**src/rtl/cmpt_pkg.sv**
```systemverilog
package cmpt_pkg;
  localparam int ENTRY_W = 512;
  localparam int POS_W   = $clog2(ENTRY_W);
  localparam int LIM_W   = POS_W + 1;
  localparam int IDX_W   = 3;
  localparam int NUM_OPT = 7;

  typedef enum logic [1:0] {SZ_8B = 2'd0, SZ_16B = 2'd1, SZ_32B = 2'd2, SZ_64B = 2'd3} size_e;

  function automatic logic [LIM_W-1:0] entry_bits(input logic [1:0] s);
    return LIM_W'(64) << s;
  endfunction
endpackage

```
**src/rtl/cmpt_pos_lut.sv**
```systemverilog
module cmpt_pos_lut
  import cmpt_pkg::*;
#(
  parameter logic [NUM_OPT*POS_W-1:0] TBL = '0
) (
  input  logic [IDX_W-1:0] idx_i,
  output logic [POS_W-1:0] pos_o,
  output logic             en_o
);
  always_comb begin
    pos_o = '0;
    en_o  = 1'b0;
    for (int k = 0; k < NUM_OPT; k++) begin
      if (idx_i == IDX_W'(k)) begin
        pos_o = TBL[k*POS_W +: POS_W];
        en_o  = 1'b1;
      end
    end
  end
endmodule

```
**src/rtl/cmpt_bit_merge.sv**
```systemverilog
module cmpt_bit_merge
  import cmpt_pkg::*;
(
  input  logic [ENTRY_W-1:0] data_i,
  input  logic [1:0]         size_i,
  input  logic [POS_W-1:0]   col_pos_i,
  input  logic               col_en_i,
  input  logic [POS_W-1:0]   err_pos_i,
  input  logic               err_en_i,
  input  logic               col_bit_i,
  input  logic               err_bit_i,
  output logic [ENTRY_W-1:0] entry_o,
  output logic               conflict_o
);
  logic [LIM_W-1:0] lim;
  logic col_in, err_in, col_place, err_place;

  assign lim        = entry_bits(size_i);
  assign col_in     = col_en_i && ({1'b0, col_pos_i} < lim);
  assign err_in     = err_en_i && ({1'b0, err_pos_i} < lim);
  assign conflict_o = col_in && err_in && (col_pos_i == err_pos_i);
  assign err_place  = err_in;
  assign col_place  = col_in && !conflict_o;

  for (genvar j = 0; j < ENTRY_W; j++) begin : g_bit
    localparam logic [POS_W-1:0] JP = POS_W'(j);
    localparam logic [LIM_W-1:0] JL = LIM_W'(j);
    logic [1:0] skip;
    logic d0, d1, d2, dsel;
    assign skip = {1'b0, col_place && (col_pos_i < JP)} + {1'b0, err_place && (err_pos_i < JP)};
    assign d0 = data_i[j];
    if (j >= 1) begin : g_d1
      assign d1 = data_i[j-1];
    end else begin : g_n1
      assign d1 = 1'b0;
    end
    if (j >= 2) begin : g_d2
      assign d2 = data_i[j-2];
    end else begin : g_n2
      assign d2 = 1'b0;
    end
    assign dsel = (skip == 2'd0) ? d0 : (skip == 2'd1) ? d1 : d2;
    assign entry_o[j] = (JL >= lim)                    ? 1'b0      :
                        (err_place && err_pos_i == JP) ? err_bit_i :
                        (col_place && col_pos_i == JP) ? col_bit_i : dsel;
  end
endmodule

```
**src/rtl/cmpt_cfg_regs.sv**
```systemverilog
module cmpt_cfg_regs
  import cmpt_pkg::*;
#(
  parameter logic [NUM_OPT*POS_W-1:0] COL_TBL = '0,
  parameter logic [NUM_OPT*POS_W-1:0] ERR_TBL = '0,
  parameter int ADDR_W = 12,
  parameter int BASE   = 'hBC4
) (
  input  logic [ADDR_W-1:0] addr_i,
  output logic [31:0]       rdata_o
);
  always_comb begin
    rdata_o = '0;
    for (int k = 0; k < NUM_OPT; k++) begin
      if (addr_i == ADDR_W'(BASE + 4*k)) begin
        rdata_o[POS_W-1:0]     = COL_TBL[k*POS_W +: POS_W];
        rdata_o[16 +: POS_W]   = ERR_TBL[k*POS_W +: POS_W];
      end
    end
  end
endmodule

```
**src/rtl/cmpt_entry_packer.sv**
```systemverilog
module cmpt_entry_packer
  import cmpt_pkg::*;
#(
  parameter logic [NUM_OPT*POS_W-1:0] COL_POS_TBL =
    {9'd511, 9'd255, 9'd100, 9'd64, 9'd63, 9'd1, 9'd0},
  parameter logic [NUM_OPT*POS_W-1:0] ERR_POS_TBL =
    {9'd511, 9'd256, 9'd127, 9'd62, 9'd5, 9'd2, 9'd1},
  parameter int REG_ADDR_W = 12,
  parameter int REG_BASE   = 'hBC4
) (
  input  logic                  clk_i,
  input  logic                  rst_ni,
  input  logic                  in_valid_i,
  output logic                  in_ready_o,
  input  logic [ENTRY_W-1:0]    in_data_i,
  input  logic [1:0]            in_size_i,
  input  logic [IDX_W-1:0]      in_col_idx_i,
  input  logic [IDX_W-1:0]      in_err_idx_i,
  input  logic                  in_color_bit_i,
  input  logic                  in_error_bit_i,
  output logic                  out_valid_o,
  input  logic                  out_ready_i,
  output logic [ENTRY_W-1:0]    out_entry_o,
  output logic                  conflict_o,
  input  logic [REG_ADDR_W-1:0] reg_addr_i,
  output logic [31:0]           reg_rdata_o
);
  logic [POS_W-1:0]   col_pos, err_pos;
  logic               col_en, err_en, hit;
  logic [ENTRY_W-1:0] packed_d, entry_q;
  logic [1:0]         size_q;
  logic               valid_q, conflict_q, accept;

  cmpt_pos_lut #(.TBL(COL_POS_TBL)) u_col_lut (.idx_i(in_col_idx_i), .pos_o(col_pos), .en_o(col_en));
  cmpt_pos_lut #(.TBL(ERR_POS_TBL)) u_err_lut (.idx_i(in_err_idx_i), .pos_o(err_pos), .en_o(err_en));

  cmpt_bit_merge u_merge (
    .data_i(in_data_i), .size_i(in_size_i),
    .col_pos_i(col_pos), .col_en_i(col_en),
    .err_pos_i(err_pos), .err_en_i(err_en),
    .col_bit_i(in_color_bit_i), .err_bit_i(in_error_bit_i),
    .entry_o(packed_d), .conflict_o(hit)
  );

  cmpt_cfg_regs #(
    .COL_TBL(COL_POS_TBL), .ERR_TBL(ERR_POS_TBL),
    .ADDR_W(REG_ADDR_W), .BASE(REG_BASE)
  ) u_regs (.addr_i(reg_addr_i), .rdata_o(reg_rdata_o));

  assign in_ready_o = !valid_q || out_ready_i;
  assign accept     = in_valid_i && in_ready_o;

  always_ff @(posedge clk_i or negedge rst_ni) begin
    if (!rst_ni) begin
      valid_q    <= 1'b0;
      entry_q    <= '0;
      size_q     <= SZ_8B;
      conflict_q <= 1'b0;
    end else begin
      if (accept) begin
        valid_q <= 1'b1;
        entry_q <= packed_d;
        size_q  <= in_size_i;
        if (hit) conflict_q <= 1'b1;
      end else if (out_ready_i) begin
        valid_q <= 1'b0;
      end
    end
  end

  assign out_valid_o = valid_q;
  assign out_entry_o = entry_q;
  assign conflict_o  = conflict_q;

  a_r8_hold_stable: assert property (@(posedge clk_i) disable iff (!rst_ni)
    out_valid_o && !out_ready_i |=> out_valid_o && $stable(out_entry_o));
  a_r8_ready_when_empty: assert property (@(posedge clk_i) disable iff (!rst_ni)
    !out_valid_o |-> in_ready_o);
  a_r7_accept_valid: assert property (@(posedge clk_i) disable iff (!rst_ni)
    in_valid_i && in_ready_o |=> out_valid_o);
  a_r6_sticky_conflict: assert property (@(posedge clk_i) disable iff (!rst_ni)
    conflict_o |=> conflict_o);
  a_r4_upper_zero: assert property (@(posedge clk_i) disable iff (!rst_ni)
    out_valid_o |-> ((out_entry_o >> entry_bits(size_q)) == '0));
endmodule

```
**config.mk**
```make
export PLATFORM = sky130hd
export DESIGN_NAME = cmpt_entry_packer
export DESIGN_NICKNAME = d
export VERILOG_FILES = /design/src/rtl/cmpt_pkg.sv /design/src/rtl/cmpt_pos_lut.sv /design/src/rtl/cmpt_bit_merge.sv /design/src/rtl/cmpt_cfg_regs.sv /design/src/rtl/cmpt_entry_packer.sv
export SDC_FILE = /design/constraint.sdc
export NUM_CORES = 1
export LEC_CHECK = 0
export BUFFER_PORTS_ARGS = -buffer_cell sky130_fd_sc_hd__buf_2
export CELL_PAD_IN_SITES_DETAIL_PLACEMENT = 0
export CELL_PAD_IN_SITES_GLOBAL_PLACEMENT = 1
export CORE_AREA = 2 2 417 419
export DETAILED_ROUTE_END_ITERATION = 8
export DIE_AREA = 0 0 419 421
export GPL_TIMING_DRIVEN = 0
export MAX_ROUTING_LAYER = met4
export PLACE_DENSITY_LB_ADDON = 0.2
export SYNTH_ARGS = -nofsm -noshare
export SYNTH_HDL_FRONTEND = slang
export SYNTH_SLANG_ARGS = --single-unit
```
**constraint.sdc**
```tcl
create_clock -name clk_i -period 1.9 [get_ports clk_i]
set_clock_uncertainty 0.05 [all_clocks]
set_input_delay 0.38 -clock clk_i [delete_from_list [all_inputs] [get_ports clk_i]]
set_output_delay 0.38 -clock clk_i [all_outputs]
set_load 0.05 [all_outputs]
```
==> results of run 1 <==
power by group:
group | internal [W] | total [W] | switching [W]
logic | 0.0105 | 0.0304 | 0.0199
registers | 0.0127 | 0.0138 | 0.00112
clock network | 0.00971 | 0.0164 | 0.00666
total | 0.0329 | 0.0606 | 0.0277
kinds of logic (layout without fill, tap and decap cells):
| family | count (synthesis) | count (layout) | share of synthesized area |
|---|---|---|---|
| compound gates | 1163 | 1163 | 0.175 |
| xor+xnor | 4 | 4 | 0.00103 |
| fa+ha+maj | 196 | 196 | 0.0718 |
| buf+inv | 416 | 2170 | 0.0515 |
| flops | 514 | 514 | 0.376 |
| mux | 540 | 540 | 0.158 |
| other cells | 1 | 49 | 0.000110 |
| simple gates | 1417 | 1417 | 0.166 |
stage by stage:
step	power [W]	util	TNS [ns]	instance area (sq um)	worst slack [ns]
global route	0.0630	0.312	-700.74	53800	-1.62
floorplan	0.0303	-	-846.05	34700	-1.91
detailed placement	0.0401	0.254	-1807.57	43800	-4.42
CTS	0.0599	0.306	-674.10	52800	-1.57
finish	0.0606	0.312	-642.27	53900	-1.51
global placement	0.0398	0.249	-8277.18	43000	-12.73
cell usage in the layout, fill, tap and decap left out, drive strengths merged, types with 8 or more instances in the layout:
master       count
inv             74
dlygate4sd3    371
nand2          754
diode           35
dfrtp          514
and2             8
a21oi          509
buf           1344
nor4             8
clkbuf         339
bufinv          12
a22o             9
a31oi           12
nand3           22
nand4           13
nand2b          54
conb            14
o21ai          597
clkinv          22
nor3            10
ha             196
mux2i          540
nor2           518
o21bai           8
area by class of cell:
class / count / area share
multi-input combinational: 3334 / 0.384
sequential: 514 / 0.239
timing repair buffer: 1624 / 0.216
tap: 2325 / 0.0540
buffer: 327 / 0.0476
clock buffer: 104 / 0.0401
clock inverter: 39 / 0.0115
inverter: 76 / 0.00588
antenna: 35 / 0.00163
layer usage:
| layer | wire [microns] | global-route usage | up-vias |
|---|---|---|---|
| li1 | - | - | 18100 |
| met1 | 115000 | 0.382 | 20500 |
| met2 | 127000 | 0.490 | 1744 |
| met3 | 15700 | 0.0448 | 401 |
| met4 | 12300 | 0.119 | 0 |
| met5 | 0 | - | - |
registers in the layout, summed over array words and instances (netlist names):
name	count
out_valid_o	1
conflict_o	1
out_entry_o	512
repair_timing:
action	4_1_cts	5_1_grt
endpoints found under the setup margin	552	545
endpoints found under the hold margin	446	78
gates cloned	11	8
pin swaps	36	57
gates resized for setup	452	236
setup buffers	94	53
hold buffers	370	1
how the worst max path moves through the flow:
stage,start,to,depth (start not counted)
2_1_floorplan,in_err_idx_i[1],out_entry_o[271],24
3_3_place_gp,rst_ni,out_entry_o[42],1
3_5_place_dp,in_err_idx_i[2],out_entry_o[509],19
4_1_cts,in_err_idx_i[0],out_entry_o[271],24
5_1_grt,in_err_idx_i[1],out_entry_o[320],23
6_report,in_col_idx_i[2],out_entry_o[275],22
==> impl_metrics.csv, run 1 <==
group,metric,value,unit
setup_path,worst_path_most_repeated_cell,"sky130_fd_sc_hd__buf_12",
pwr,max-vdd-ir-drop,0.596,mV
cts,numClockSinks,514,
grt,grt_total_ovfl,0,
floorplanning,dieArea,0.176,sq mm
cts,tritoncts,"built",
cts,cts_root_buf,"sky130_fd_sc_hd__clkbuf_16",
sta,timing.final.crit_period,3.41,ns
status,status,"finished with violations",
setup_path,critPathSlowestCell,"sky130_fd_sc_hd__ha_4",
pwr,power.density,1120,mW/mm^2
routing,detailedRoute.firstPassIterationCount,5,
routing,final_antenna_net_count,0,
cts,worst_skew_pair.late_latency,0.70,ns
logic_synthesis,netlist.area_leader.share,0.376,
routing,via_count,40700,
cts,clkSlewWorstSetupHoldPaths,0.06,ns
setup_path,timing.critical_path.buf_inv,10,
hold_path,min-delay-path-class,"input port to async pin",
setup_path,cp_data_required_time,2.38,ns
logic_synthesis,yosys.cell_count.top_type,"sky130_fd_sc_hd__nand2_1",
floorplanning,boundaryPins,1085,
sta,report.final.slew_viol_count,0,
setup_path,critical_path.max_fanout,10,
finish,register_area,0.0129,sq mm
setup_path,critical_path.reg2reg.startpoint,"out_valid_o",
routing,drc_errors,0,
sta,setup_viol,537,
setup_path,max_stage_delay,0.35,ns
setup_path,end_kind,"flip-flop",
sta,worstMarginPinSlew,1.45,ns
grt,first_global_vias,40200,
placed_design,buffer_ports.inserted,1067,
routing,wl,270000,microns
cts,ctsHtreeMaxLevel,3,
grt,maximum_number_of_pins_on_one_net_before_global_route_repair,98,
routing,routed_via_density,4.86,
sta,max_freq,0.293,GHz
sta,grt_setup_unrepaired,"true",
sta,final_hold_viol_count,77,
setup_path,worstPathArrival,3.89,ns
setup_path,ff2ff_setup_slack,-1.36,ns
finish,multi_input_logic_area,0.0207,sq mm
logic_synthesis,commonest_cells_post_synth,"754 x sky130_fd_sc_hd__nand2_1, 591 x sky130_fd_sc_hd__o21ai_0, 540 x sky130_fd_sc_hd__mux2i_1",
logic_synthesis,synth_seq_area_share,0.376,
grt,grt_pass1_wl,357000,microns
logic_synthesis,netlist.top_cell.by_area,"sky130_fd_sc_hd__dfrtp_1",
logic_synthesis,synth.avg_cell_area,8.04,sq um
logic_synthesis,ys_warn_count,0,
setup_path,critical_path.cell_chain,"buf_2, clkbuf_8, clkbuf_16, xnor2_2, ha_1, o21ai_2, nand2b_1, a21oi_4, o21a_1, buf_12, buf_12, buf_12, buf_12, nand2_8, ha_4, buf_4, buf_4, bufbuf_16, mux2i_1, nor2_1, a21oi_1, o21ai_0",
setup_path,critical_path.reg2reg.endpoint,"out_entry_o[263]",
pwr,power_leakage,26.9,nW
placed_design,dp_cells,7684,
logic_synthesis,ys_types,61,
finish,drive_above_1_share,0.303,
floorplanning,die_width,419,microns
routing,wl_per_cell,32.2,microns
setup_path,critical_path.startpoint_type,"input port",
logic_synthesis,postSynth.topFlopCell,"sky130_fd_sc_hd__dfrtp_1",
sta,period_share,1.80,
cts,cts_inserted_buffers,78,
logic_synthesis,synth_register_bits,514,
placed_design,hpwlAfterDp,210000,microns
floorplanning,chipHeight,421,microns
logic_synthesis,post_synth_inst_count,4251,
grt,antenna_found_initial,64,
setup_path,cpLargestDelayFamily,"buffers and inverters",
setup_path,setup.worst_path.class,"input port to flip-flop",
floorplanning,placeableCoreArea,0.172,sq mm
logic_synthesis,synth_async_sr_flop_share,1.00,
cts,number_of_buffers_on_the_longest_clock_path,3,
routing,drt_first_iter_violations,3241,
grt,all_layer_gr_usage,0.304,
logic_synthesis,synth-edff-count,0,
logic_synthesis,syn_area,0.0342,sq mm
run,drv_cap,0,
logic_synthesis,synthTopCellsByArea,"sky130_fd_sc_hd__dfrtp_1 38%, sky130_fd_sc_hd__mux2i_1 16%, sky130_fd_sc_hd__o21ai_0 8.7%",
finish,fin_nets,6689,
sta,timing.max_slew.rel_slack,0.0344,
finish,fill_cells,18800,
sta,finalWorstSetupSlack,-1.51,ns
status,violated_checks,"hold timing, setup timing",
placed_design,gp_routability_congestion,0.948,
sta,min_hold_slack,-0.363,ns
setup_path,r2r.worst_path.cells,7,
floorplanning,initial_core_utilization,0.198,
floorplanning,num_rows,153,
finish,layout-area-overhead-vs-synth,57.6,%
finish,post_layout_nonfiller_instances,8378,
Note: power is estimated with default switching activity, not from simulation.
==> run 2: changes to the inputs <==
CORE_AREA = 2 2 421 423   (was 2 2 417 419)
DIE_AREA = 0 0 423 425   (was 0 0 419 421)
SETUP_SLACK_MARGIN = 0.5   (was default)
SYNTH_HIERARCHICAL = 1   (was default)
==> run 2 against run 1 <==
The flow now stops in 5_1_grt. Synthesized cell count is 87% higher. Synthesized area increased by 87%.
==> impl_metrics.csv, run 2 <==
group,metric,value,unit
status,status,"did not finish",
status,stop_stage,"5_1_grt",
status,run.stop_error,"[ERROR GRT-0116] Global routing finished with congestion. Check the congestion regions in the DRC Viewer.",
floorplanning,chipHeight,425,microns
cts,cts_inserted_buffers,55,
logic_synthesis,ys_warn_count,6,
logic_synthesis,synth_register_bits,514,
logic_synthesis,postSynth.topFlopCell,"sky130_fd_sc_hd__dfrtp_1",
floorplanning,num_rows,154,
cts,cts_root_buf,"sky130_fd_sc_hd__clkbuf_16",
grt,maximum_number_of_pins_on_one_net_before_global_route_repair,125,
logic_synthesis,synth.avg_cell_area,8.06,sq um
floorplanning,initial_core_utilization,0.365,
logic_synthesis,ys_types,93,
grt,all_layer_gr_usage,0.879,
grt,first_global_vias,100000,
logic_synthesis,synth-edff-count,0,
placed_design,pre_cts_ws,-6.40,ns
logic_synthesis,yosys.cell_count.top_type,"sky130_fd_sc_hd__o21ai_0",
logic_synthesis,syn_area,0.0641,sq mm
floorplanning,die_width,423,microns
cts,ctsHtreeMaxLevel,2,
placed_design,gp_routability_congestion,1.46,
floorplanning,boundaryPins,1085,
placed_design,hpwlAfterDp,551000,microns
logic_synthesis,netlist.area_leader.share,0.201,
cts,numClockSinks,514,
logic_synthesis,post_synth_inst_count,7945,
logic_synthesis,synth_seq_area_share,0.201,
logic_synthesis,synthTopCellsByArea,"sky130_fd_sc_hd__dfrtp_1 20%, sky130_fd_sc_hd__o21ai_0 12%, sky130_fd_sc_hd__mux2_4 11%",
cts,number_of_buffers_on_the_longest_clock_path,3,
grt,grt_total_ovfl,1276,
logic_synthesis,commonest_cells_post_synth,"1,562 x sky130_fd_sc_hd__o21ai_0, 894 x sky130_fd_sc_hd__nand2_1, 533 x sky130_fd_sc_hd__mux2i_1",
logic_synthesis,netlist.top_cell.by_area,"sky130_fd_sc_hd__dfrtp_1",
grt,grt_pass1_wl,1070000,microns
logic_synthesis,synth_async_sr_flop_share,1.00,
placed_design,buffer_ports.inserted,1070,
-- run 2: cell count changes after synthesis, sizes merged, moves of 97 or more --
cell and change:
nand2 +140, nor3 +149, nand3 +148, mux2 +544
ha +325, a221oi +244, buf +118, o21ai +967
a21oi -97, clkbuf +271, a22oi +179
-- run 2: per-stage QoR --
| stage | utilization | instances | area, sq um | hold slack [ns] |
|---|---|---|---|---|
| after floorplan | - | 7958 | 64600 | 0.0344 |
| after CTS | 0.500 | 11900 | 87600 | -0.472 |
| after detailed placement | 0.433 | 11500 | 76000 | 0.283 |
| after global placement | 0.416 | 11400 | 72900 | 0.408 |
-- run 2: kinds of logic after synthesis --
logic type,synth area share
AO/OA/AOI/OAI,0.283
other,0.0000585
XOR/XNOR,0.00150
multiplexers,0.206
AND/OR/NAND/NOR,0.143
flip-flops,0.201
adder cells (fa/ha/maj),0.102
buffers and inverters,0.0631
-- run 2: metal layers --
layer | track usage | overflow
met4 | 0.842 | 465
met5 | - | -
met2 | 0.967 | 628
met3 | 0.780 | 107
met1 | 0.882 | 76
-- run 2: what timing repair did --
item	in CTS
gates resized for setup	1857
pin swaps	349
gates cloned	7
hold buffers	2
hold endpoints to repair	53
buffers inserted	313
endpoints found under the setup margin	1046
==> run 3: changes to the inputs <==
CELL_PAD_IN_SITES_DETAIL_PLACEMENT = default   (was 0)
CELL_PAD_IN_SITES_GLOBAL_PLACEMENT = default   (was 1)
CORE_AREA = default   (was 2 2 421 423)
CORE_UTILIZATION = 30   (was default)
DIE_AREA = default   (was 0 0 423 425)
MAX_ROUTING_LAYER = default   (was met4)
PLACE_DENSITY_LB_ADDON = 0.15   (was 0.2)
SETUP_SLACK_MARGIN = default   (was 0.5)
clock period = 2.5 ns   (was 1.9 ns; I/O delays follow)
==> run 3 against run 2 <==
The run again fails in 5_1_grt. Synthesized cell count did not move. Synthesized area did not move.
==> impl_metrics.csv, run 3 <==
group,metric,value,unit
status,status,"did not finish",
status,stop_stage,"5_1_grt",
status,run.stop_error,"[ERROR GRT-0116] Global routing finished with congestion. Check the congestion regions in the DRC Viewer.",
floorplanning,num_rows,169,
placed_design,dp_cells,12000,
logic_synthesis,commonest_cells_post_synth,"1,562 x sky130_fd_sc_hd__o21ai_0, 894 x sky130_fd_sc_hd__nand2_1, 533 x sky130_fd_sc_hd__mux2i_1",
logic_synthesis,synth_async_sr_flop_share,1.00,
placed_design,buffer_ports.inserted,1070,
logic_synthesis,netlist.area_leader.share,0.201,
logic_synthesis,synth_seq_area_share,0.201,
cts,numClockSinks,514,
grt,first_global_vias,96000,
cts,cts_inserted_buffers,54,
cts,ctsHtreeMaxLevel,2,
logic_synthesis,yosys.cell_count.top_type,"sky130_fd_sc_hd__o21ai_0",
logic_synthesis,postSynth.topFlopCell,"sky130_fd_sc_hd__dfrtp_1",
grt,all_layer_gr_usage,0.793,
floorplanning,initial_core_utilization,0.302,
floorplanning,boundaryPins,1085,
logic_synthesis,synth_register_bits,514,
logic_synthesis,post_synth_inst_count,7945,
logic_synthesis,ys_warn_count,6,
floorplanning,chipHeight,464,microns
placed_design,hpwlAfterDp,646000,microns
logic_synthesis,synth-edff-count,0,
cts,cts_root_buf,"sky130_fd_sc_hd__clkbuf_16",
grt,grt_total_ovfl,2,
logic_synthesis,ys_types,93,
logic_synthesis,syn_area,0.0641,sq mm
grt,maximum_number_of_pins_on_one_net_before_global_route_repair,134,
grt,grt_pass1_wl,1120000,microns
logic_synthesis,synth.avg_cell_area,8.06,sq um
floorplanning,die_width,464,microns
placed_design,gp_routability_congestion,1.23,
logic_synthesis,synthTopCellsByArea,"sky130_fd_sc_hd__dfrtp_1 20%, sky130_fd_sc_hd__o21ai_0 12%, sky130_fd_sc_hd__mux2_4 11%",
cts,number_of_buffers_on_the_longest_clock_path,3,
logic_synthesis,netlist.top_cell.by_area,"sky130_fd_sc_hd__dfrtp_1",
## run 3: through the flow
step	worst slack (ns)	instance area, sq um
after CTS	-1.81	89500
after detailed placement	-6.74	77700
after global placement	-9.39	73500
after floorplan	-1.74	64600
## run 3: cell families after synthesis
| group | synth area share |
|---|---|
| compound gates | 0.283 |
| simple gates | 0.143 |
| mux | 0.206 |
| buf+inv | 0.0631 |
| fa+ha+maj | 0.102 |
| flops | 0.201 |
| xor+xnor | 0.00150 |
| other cells | 0.0000585 |
## run 3: metal layers
metal  track usage  GRT overflow
met2         0.912             2
met3         0.678             0
met5         0.414             0
met4         0.782             0
met1         0.804             0
## run 3: repair_timing
action                      CTS
buffers inserted            270
setup endpoints to repair   513
pin swaps                   389
hold endpoints to repair    183
hold buffers                  2
resized for setup          2000
gates cloned                 11
